===== src/rtl/reg_operate_unit.sv =====
module reg_operate_unit #(
  parameter int WIDTH = 16
) (
  input  logic             clk,
  input  logic             rst_n,
  input  logic             start,
  input  logic [3:0]       func,
  input  logic             inv_src,
  input  logic [WIDTH-1:0] src,
  input  logic [WIDTH-1:0] dst,
  input  logic             carry_in,
  input  logic             ovf_in,
  output logic [WIDTH-1:0] result,
  output logic             ovf_out,
  output logic             carry_out,
  output logic             done
);
  localparam int MSB = WIDTH - 1;

  logic [WIDTH-1:0] s_op, add_a, add_b, res_n;
  logic [WIDTH:0]   sum;
  logic             add_cin, has_add, legal, ovf_n, cy_n;

  assign s_op = inv_src ? ~src : src;

  always_comb begin
    add_a   = s_op;
    add_b   = '0;
    add_cin = 1'b0;
    has_add = 1'b0;
    legal   = 1'b1;
    unique case (func)
      4'd0: ;
      4'd1: begin add_b = dst; has_add = 1'b1; end
      4'd2: begin add_b = dst; add_cin = carry_in; has_add = 1'b1; end
      4'd3: begin add_b = dst; add_cin = 1'b1; has_add = 1'b1; end
      4'd4: add_a = s_op & dst;
      4'd5: begin add_a = s_op & dst; add_cin = carry_in; has_add = 1'b1; end
      4'd6: begin add_a = s_op & dst; add_cin = 1'b1; has_add = 1'b1; end
      4'd7: add_a = s_op | dst;
      4'd8: begin add_a = s_op | dst; add_cin = carry_in; has_add = 1'b1; end
      4'd9: begin add_a = s_op | dst; add_cin = 1'b1; has_add = 1'b1; end
      default: legal = 1'b0;
    endcase
  end

  assign sum = {1'b0, add_a} + {1'b0, add_b} + {{WIDTH{1'b0}}, add_cin};

  always_comb begin
    if (!legal) begin
      res_n = dst;
      cy_n  = carry_in;
      ovf_n = ovf_in;
    end else if (has_add) begin
      res_n = sum[MSB:0];
      cy_n  = sum[WIDTH];
      ovf_n = (add_a[MSB] == add_b[MSB]) && (sum[MSB] != add_a[MSB]);
    end else begin
      res_n = add_a;
      cy_n  = 1'b0;
      ovf_n = 1'b0;
    end
  end

  always_ff @(posedge clk) begin
    if (!rst_n) begin
      result    <= '0;
      ovf_out   <= 1'b0;
      carry_out <= 1'b0;
      done      <= 1'b0;
    end else begin
      done <= start;
      if (start) begin
        result    <= res_n;
        ovf_out   <= ovf_n;
        carry_out <= cy_n;
      end
    end
  end

  p_done_r2: assert property (@(posedge clk) disable iff (!rst_n)
    start |=> done);
  p_no_done_r2: assert property (@(posedge clk) disable iff (!rst_n)
    !start |=> !done);
  p_hold_r3: assert property (@(posedge clk) disable iff (!rst_n)
    !start |=> ($stable(result) && $stable(ovf_out) && $stable(carry_out)));
  p_plain_clear_r9: assert property (@(posedge clk) disable iff (!rst_n)
    (start && (func == 4'd0 || func == 4'd4 || func == 4'd7)) |=> (!ovf_out && !carry_out));
  p_copy_r9: assert property (@(posedge clk) disable iff (!rst_n)
    (start && func == 4'd0) |=> (result == ($past(inv_src) ? ~$past(src) : $past(src))));
  p_pass_r10: assert property (@(posedge clk) disable iff (!rst_n)
    (start && func >= 4'd10) |=>
      (result == $past(dst) && carry_out == $past(carry_in) && ovf_out == $past(ovf_in)));
  p_no_overflow_r6: assert property (@(posedge clk) disable iff (!rst_n)
    (start && func == 4'd1 && (s_op[MSB] != dst[MSB])) |=> !ovf_out);
endmodule


===== config.mk =====
export PLATFORM = sky130hd
export DESIGN_NAME = reg_operate_unit
export DESIGN_NICKNAME = d
export VERILOG_FILES = /design/src/rtl/reg_operate_unit.sv
export SDC_FILE = /design/constraint.sdc
export NUM_CORES = 1
export LEC_CHECK = 0
export BUFFER_PORTS_ARGS = -buffer_cell sky130_fd_sc_hd__buf_2
export CORE_ASPECT_RATIO = 0.9
export CORE_MARGIN = 1
export CORE_UTILIZATION = 55
export CTS_BUF_LIST = sky130_fd_sc_hd__clkbuf_8
export DETAILED_ROUTE_END_ITERATION = 16
export GPL_ROUTABILITY_DRIVEN = 0
export PLACE_DENSITY = 0.83
export SYNTH_ARGS = -nofsm -noshare
export SYNTH_HDL_FRONTEND = slang
export SYNTH_SLANG_ARGS = --single-unit

===== constraint.sdc =====
create_clock -name clk -period 3.7 [get_ports clk]
set_input_delay 0.555 -clock clk [delete_from_list [all_inputs] [get_ports clk]]
set_output_delay 0.555 -clock clk [all_outputs]
set_load 0.01 [all_outputs]

Yosys cells after proc, flatten, opt, wreduce, memory -nomap -nowiden. Cells that the tools add are included.

Register bits: 19. Logic and storage cells: 41.

Multiplexer cells: 12. Equality and inequality tests: 11. Reductions and logical operators: 9. Bitwise logic cells: 3. Add/sub/neg operators: 2.

Operator list (number): 16-bit two-way mux (4); 16-bit one-hot mux with 2 select lines (1); 16-bit by 16-bit adder with 17-bit output (1); 17-bit by 1-bit adder with 17-bit output (1); 16-bit AND (1); 4-bit by 3-bit == test with 1-bit output, second input constant (4); 16-bit NOT (1); 16-bit OR (1); 3-bit OR reduction (5); 10-bit OR reduction (1); 4-bit by 2-bit == test with 1-bit output, second input constant (2); 4-bit == test, second input constant (2); 7-bit OR reduction (1); 1-bit two-way mux (6); 4-bit by 1-bit == test with 1-bit output, second input constant (1); 4-bit zero test (1); 1-bit one-hot mux with 2 select lines (1); 1-bit == test (1); 1-bit logical AND (1); 1-bit inequality test (1).

Depth between registers and ports, before layout.
Word-level depth: 10. Mapped depth: 15.

Worst setup path before layout. No wires, ideal clock.

Kind: input-to-reg. Start: input func[1]. End: register result[12]. Library setup time: 62 ps. Data arrival time: 3243 ps. Buffers on the path: 1. Required time: 3638 ps. Cell stages on the path: 14. Setup slack: 395 ps. Path through: or3b_1 > o21ai_2 > buf_6 > a21oi_1 > nor2_1 > fa_1 > inv_1 > fa_1 > nor2b_1 > o2111ai_1 > a21oi_1 > o41ai_1 > or3b_2 > nand3_1.

Cells in the longest elaborated chain, start to end: 7. Elaborated cells between the ends (all ways): 26. Classes of those cells: 2 x add/sub; 9 x eq/ne; 7 x mux; 8 x reduce/logical.

RTL lines: from (decl) (line 7) `input logic [3:0] func,`; 4-bit == test (tied with other cells) (line 32) `unique case (func)`; 3-bit OR reduction (no source line); 16-bit one-hot mux with 2 select lines or 16-bit two-way mux (tied branches) (line 32); 16-bit by 16-bit adder with 17-bit output (line 47) `assign sum = {1'b0, add_a} + {1'b0, add_b} + {{WIDTH{1'b0}}, add_cin};`; 17-bit by 1-bit adder with 17-bit output (line 47); 16-bit two-way mux (line 54) `end else if (has_add) begin`; 16-bit two-way mux (*) (line 50) `if (!legal) begin`; to (signal assigned) (line 74) `result <= res_n;`; to (decl) (line 13) `output logic [WIDTH-1:0] result,`.

Mark *: on every way between the ends. The rest lies on a longest branch, timed or not. A chain may end at the register's enable or synchronous reset.

Final worst setup path.
Start: input func[3]. End: register result[12].

Same word-level chain as after synthesis.

==> impl_metrics.py <==
metrics = {
    "global_routing": {
        "antenna_found_initial": 0,
        "use_met3_pct": 6.08,
        "grtUsageMet2_pct": 49.2,
        "met1_usage_pct": 42.4,
        "grt_max_degree": 18,
        "grt_pass1_vias": 2519,
        "overflow": 0,
        "grt_pass1_wl_um": 11300,
        "busiest_layer": "met2",
        "grt_usage_pct": 31.8,
    },
    "cts": {
        "clk_latency_ns": 0.27,
        "path_clk_slew_ns": 0.10,
        "cts_resized": 0,
        "root_buffer": "clkbuf_8",
        "cts.path.max_buffers": 2,
        "cts_setup_buffers": 0,
        "hold_buffers": 0,
        "clock-sinks": 19,
        "htreeDepth": 1,
        "cts_tree": "built",
        "cts_buffers": 3,
    },
    "critical_path": {
        "cp.arrival_ns": 3.66,
        "cp-start-kind": "primary input",
        "worstSetupPathType": "primary input to flop",
        "critPathLaunch": "func[3]",
        "r2r-start": "result[15]",
        "cp.required_ns": 3.94,
        "end_kind": "flop",
        "cp_max_fo": 17,
    },
    "synthesis": {
        "synthCells": 326,
        "netlist_area_mm2": 0.00230,
        "synth_xor_area_share_pct": 9.52,
        "synthFlopType": "dfxtp_1",
        "synthMuxAreaShare_pct": 0,
        "synth_top_cell_area_share_pct": 16.5,
        "post_synth_and_or_nand_nor_area_fraction_pct": 26.9,
        "seq_area_frac_synth_pct": 16.5,
        "yosys_warnings": 0,
        "syn-num-nets": 385,
        "synth_seq_cells": 19,
        "avgSynthCellArea_um2": 7.06,
        "synth_edf_count": 0,
        "synthTopCellsByArea": "dfxtp_1 17%, ha_1 8.2%, a21oi_1 7.4%",
        "synth-compound-area-share_pct": 32.9,
        "synth_top_family_by_area": "compound AO/OA/AOI/OAI gates",
        "synth_async_sr_flop_share_pct": 0,
        "synthAdderAreaFrac_pct": 9.90,
        "synthDistinctLibCells": 56,
        "synth_area_leader_cell": "dfxtp_1",
    },
    "floorplan": {
        "pin_count": 61,
        "row_count": 21,
        "die_area_mm2": 0.00445,
        "die_h_um": 63.4,
        "chipWidth_um": 70.2,
        "initial_core_util_pct": 59.6,
        "coreArea_mm2": 0.00386,
    },
    "drt": {
        "num_vias": 2683,
        "drcViolationCount": 0,
        "vias_per_cell": 6.28,
        "ant_nets": 0,
        "drt_iter0_drc": 216,
        "drt-wirelength-per-cell_um": 16.1,
        "drt-total-wl_um": 6870,
        "drtPass1Iterations": 5,
    },
    "timing": {
        "worst_slew_pin_slew_ns": 0.943,
        "relSlewSlack_pct": 36.7,
        "finalCriticalPeriod_ns": 3.42,
        "grt_setup_unrepaired": "false",
        "layout_setup_ws_ns": 0.276,
        "hold_ws_ns": 0.442,
        "tns_ns": 0,
        "finalHoldViolations": 0,
        "fin_crit_sh_pct": 92.5,
        "fin_worst_skew_ns": 0,
        "fmax_ghz": 0.292,
        "drv_slew": 0,
        "setup_viol": 0,
    },
    "cells_and_area": {
        "area_delta_synth_final_pct": 16.4,
        "fin_nets": 441,
        "final_layout_size_suffix_gt1_share_pct": 21.0,
        "fill_cells": 331,
        "antenna_cells": 0,
        "finalNonFillerCells": 427,
    },
    "power_and_ir_drop": {
        "power_density_mw_per_mm2": 287,
        "p_leak_nw": 1.23,
        "p_int_mw": 0.448,
        "p_total_mw": 0.768,
        "power_frac_comb_pct": 47.7,
        "ir_drop_uv": 251,
        "swShare_pct": 41.7,
        "power.switching_mw": 0.320,
        "clkPwrFrac_pct": 21.6,
        "p_seq_share_pct": 30.7,
    },
    "placed_design": {
        "pre_cts_ws_ns": 0.0661,
        "port_buffers": 60,
        "dp.cells": 423,
        "hpwl_um": 5130,
    },
    "min_path": {
        "min-delay-start": "result[11]",
        "hold_path_class": "flop to flop",
    },
    "outcome": {
        "status": "finished, final reports clean",
    },
    "run": {
        "maxCapViolations": 0,
    },
}
cells by family (layout without fill, tap and decap cells):
kind of cell	after synthesis	count (layout)
AOI/OAI and AO/OA	115	115
xor gates and xnor gates	25	25
adders and majority gates	17	17
buffers and inverters	22	77
DFF	19	19
and+or+nand+nor	128	128
placed cells by master (no fill, tap or decap), types with 11 or more instances in the layout:
cell type,instances
o21ai_0,23
nand2_1,34
nor2_1,43
buf_2,60
dfxtp_1,19
o221ai_1,11
ha_1,15
and2_1,18
a21oi_1,34
xor2_1,17
registers in the layout (all words and copies together) (netlist names):
signal and count:
carry_out 1, ovf_out 1, done 1, result 16
worst max-delay path, stage by stage:
cell and delay, ns:
buf_2 0.24, or3b_1 0.42, o21ai_2 0.09, a21oi_1 0.08
nor2_1 0.19, fa_1 0.27, inv_1 0.07, fa_1 0.39
nor2b_1 0.22, o2111ai_1 0.20, a21oi_1 0.28, o41ai_1 0.11
or3b_2 0.46, nand3_1 0.07
through the flow:
stage / cell area [um2] / utilization [%]
after floorplan: 2300 / -
after global placement: 2630 / 68.1
after detailed placement: 2630 / 68.1
after CTS: 2680 / 69.3
after global routing: 2680 / 69.3
final: 2680 / 69.3
per-layer routing:
metal  share of wire [%]  vias up  wire length [um]
met4                 1.8        0               121
met3                 8.5       15               585
met1                  44     1226              3010
met2                  46      136              3150
met5                   0        -                 0
li1                    -     1306                 -
path summary, 6_finish.rpt:
check	endpoint	slack, ns	cells past startpoint
max	result[12]	0.28	14
min	result[11]	0.44	2
max reg2reg	result[15]	2.63	4
min reg2reg	result[11]	0.44	2
power by group through the flow:
stage | registers (mW) | clock network, mW | logic (mW)
floorplan | 0.250 | 0 | 0.236
CTS | 0.236 | 0.160 | 0.358
global placement | 0.239 | 0 | 0.349
finish | 0.236 | 0.166 | 0.367
global route | 0.238 | 0.173 | 0.404
detailed placement | 0.240 | 0 | 0.356
area by class of cell:
cell class              count  area (um2)  area share [%]
clock buffers               3        41.3            1.54
clock inverters             1        5.00           0.187
well taps                  46        57.6            2.15
repair buffers             66         345            12.9
inverters                   7        26.3           0.981
flip-flops and latches     19         380            14.2
multi-input cells         285        1820            68.0
Yosys cell counts (3+ instances only):
master,number
a21o_1,4
a21oi_1,34
nor3_1,7
o221ai_1,11
nand3_1,6
o21ai_0,23
nor2_1,43
o211ai_1,4
ha_1,15
o21ai_1,6
clkbuf_1,9
nor2b_1,5
and2_1,18
nand2_1,34
xnor2_1,8
inv_1,7
xor2_1,17
and3_1,3
buf_2,3
o2bb2ai_1,4
dfxtp_1,19
Power figures use the tool's default switching activity.
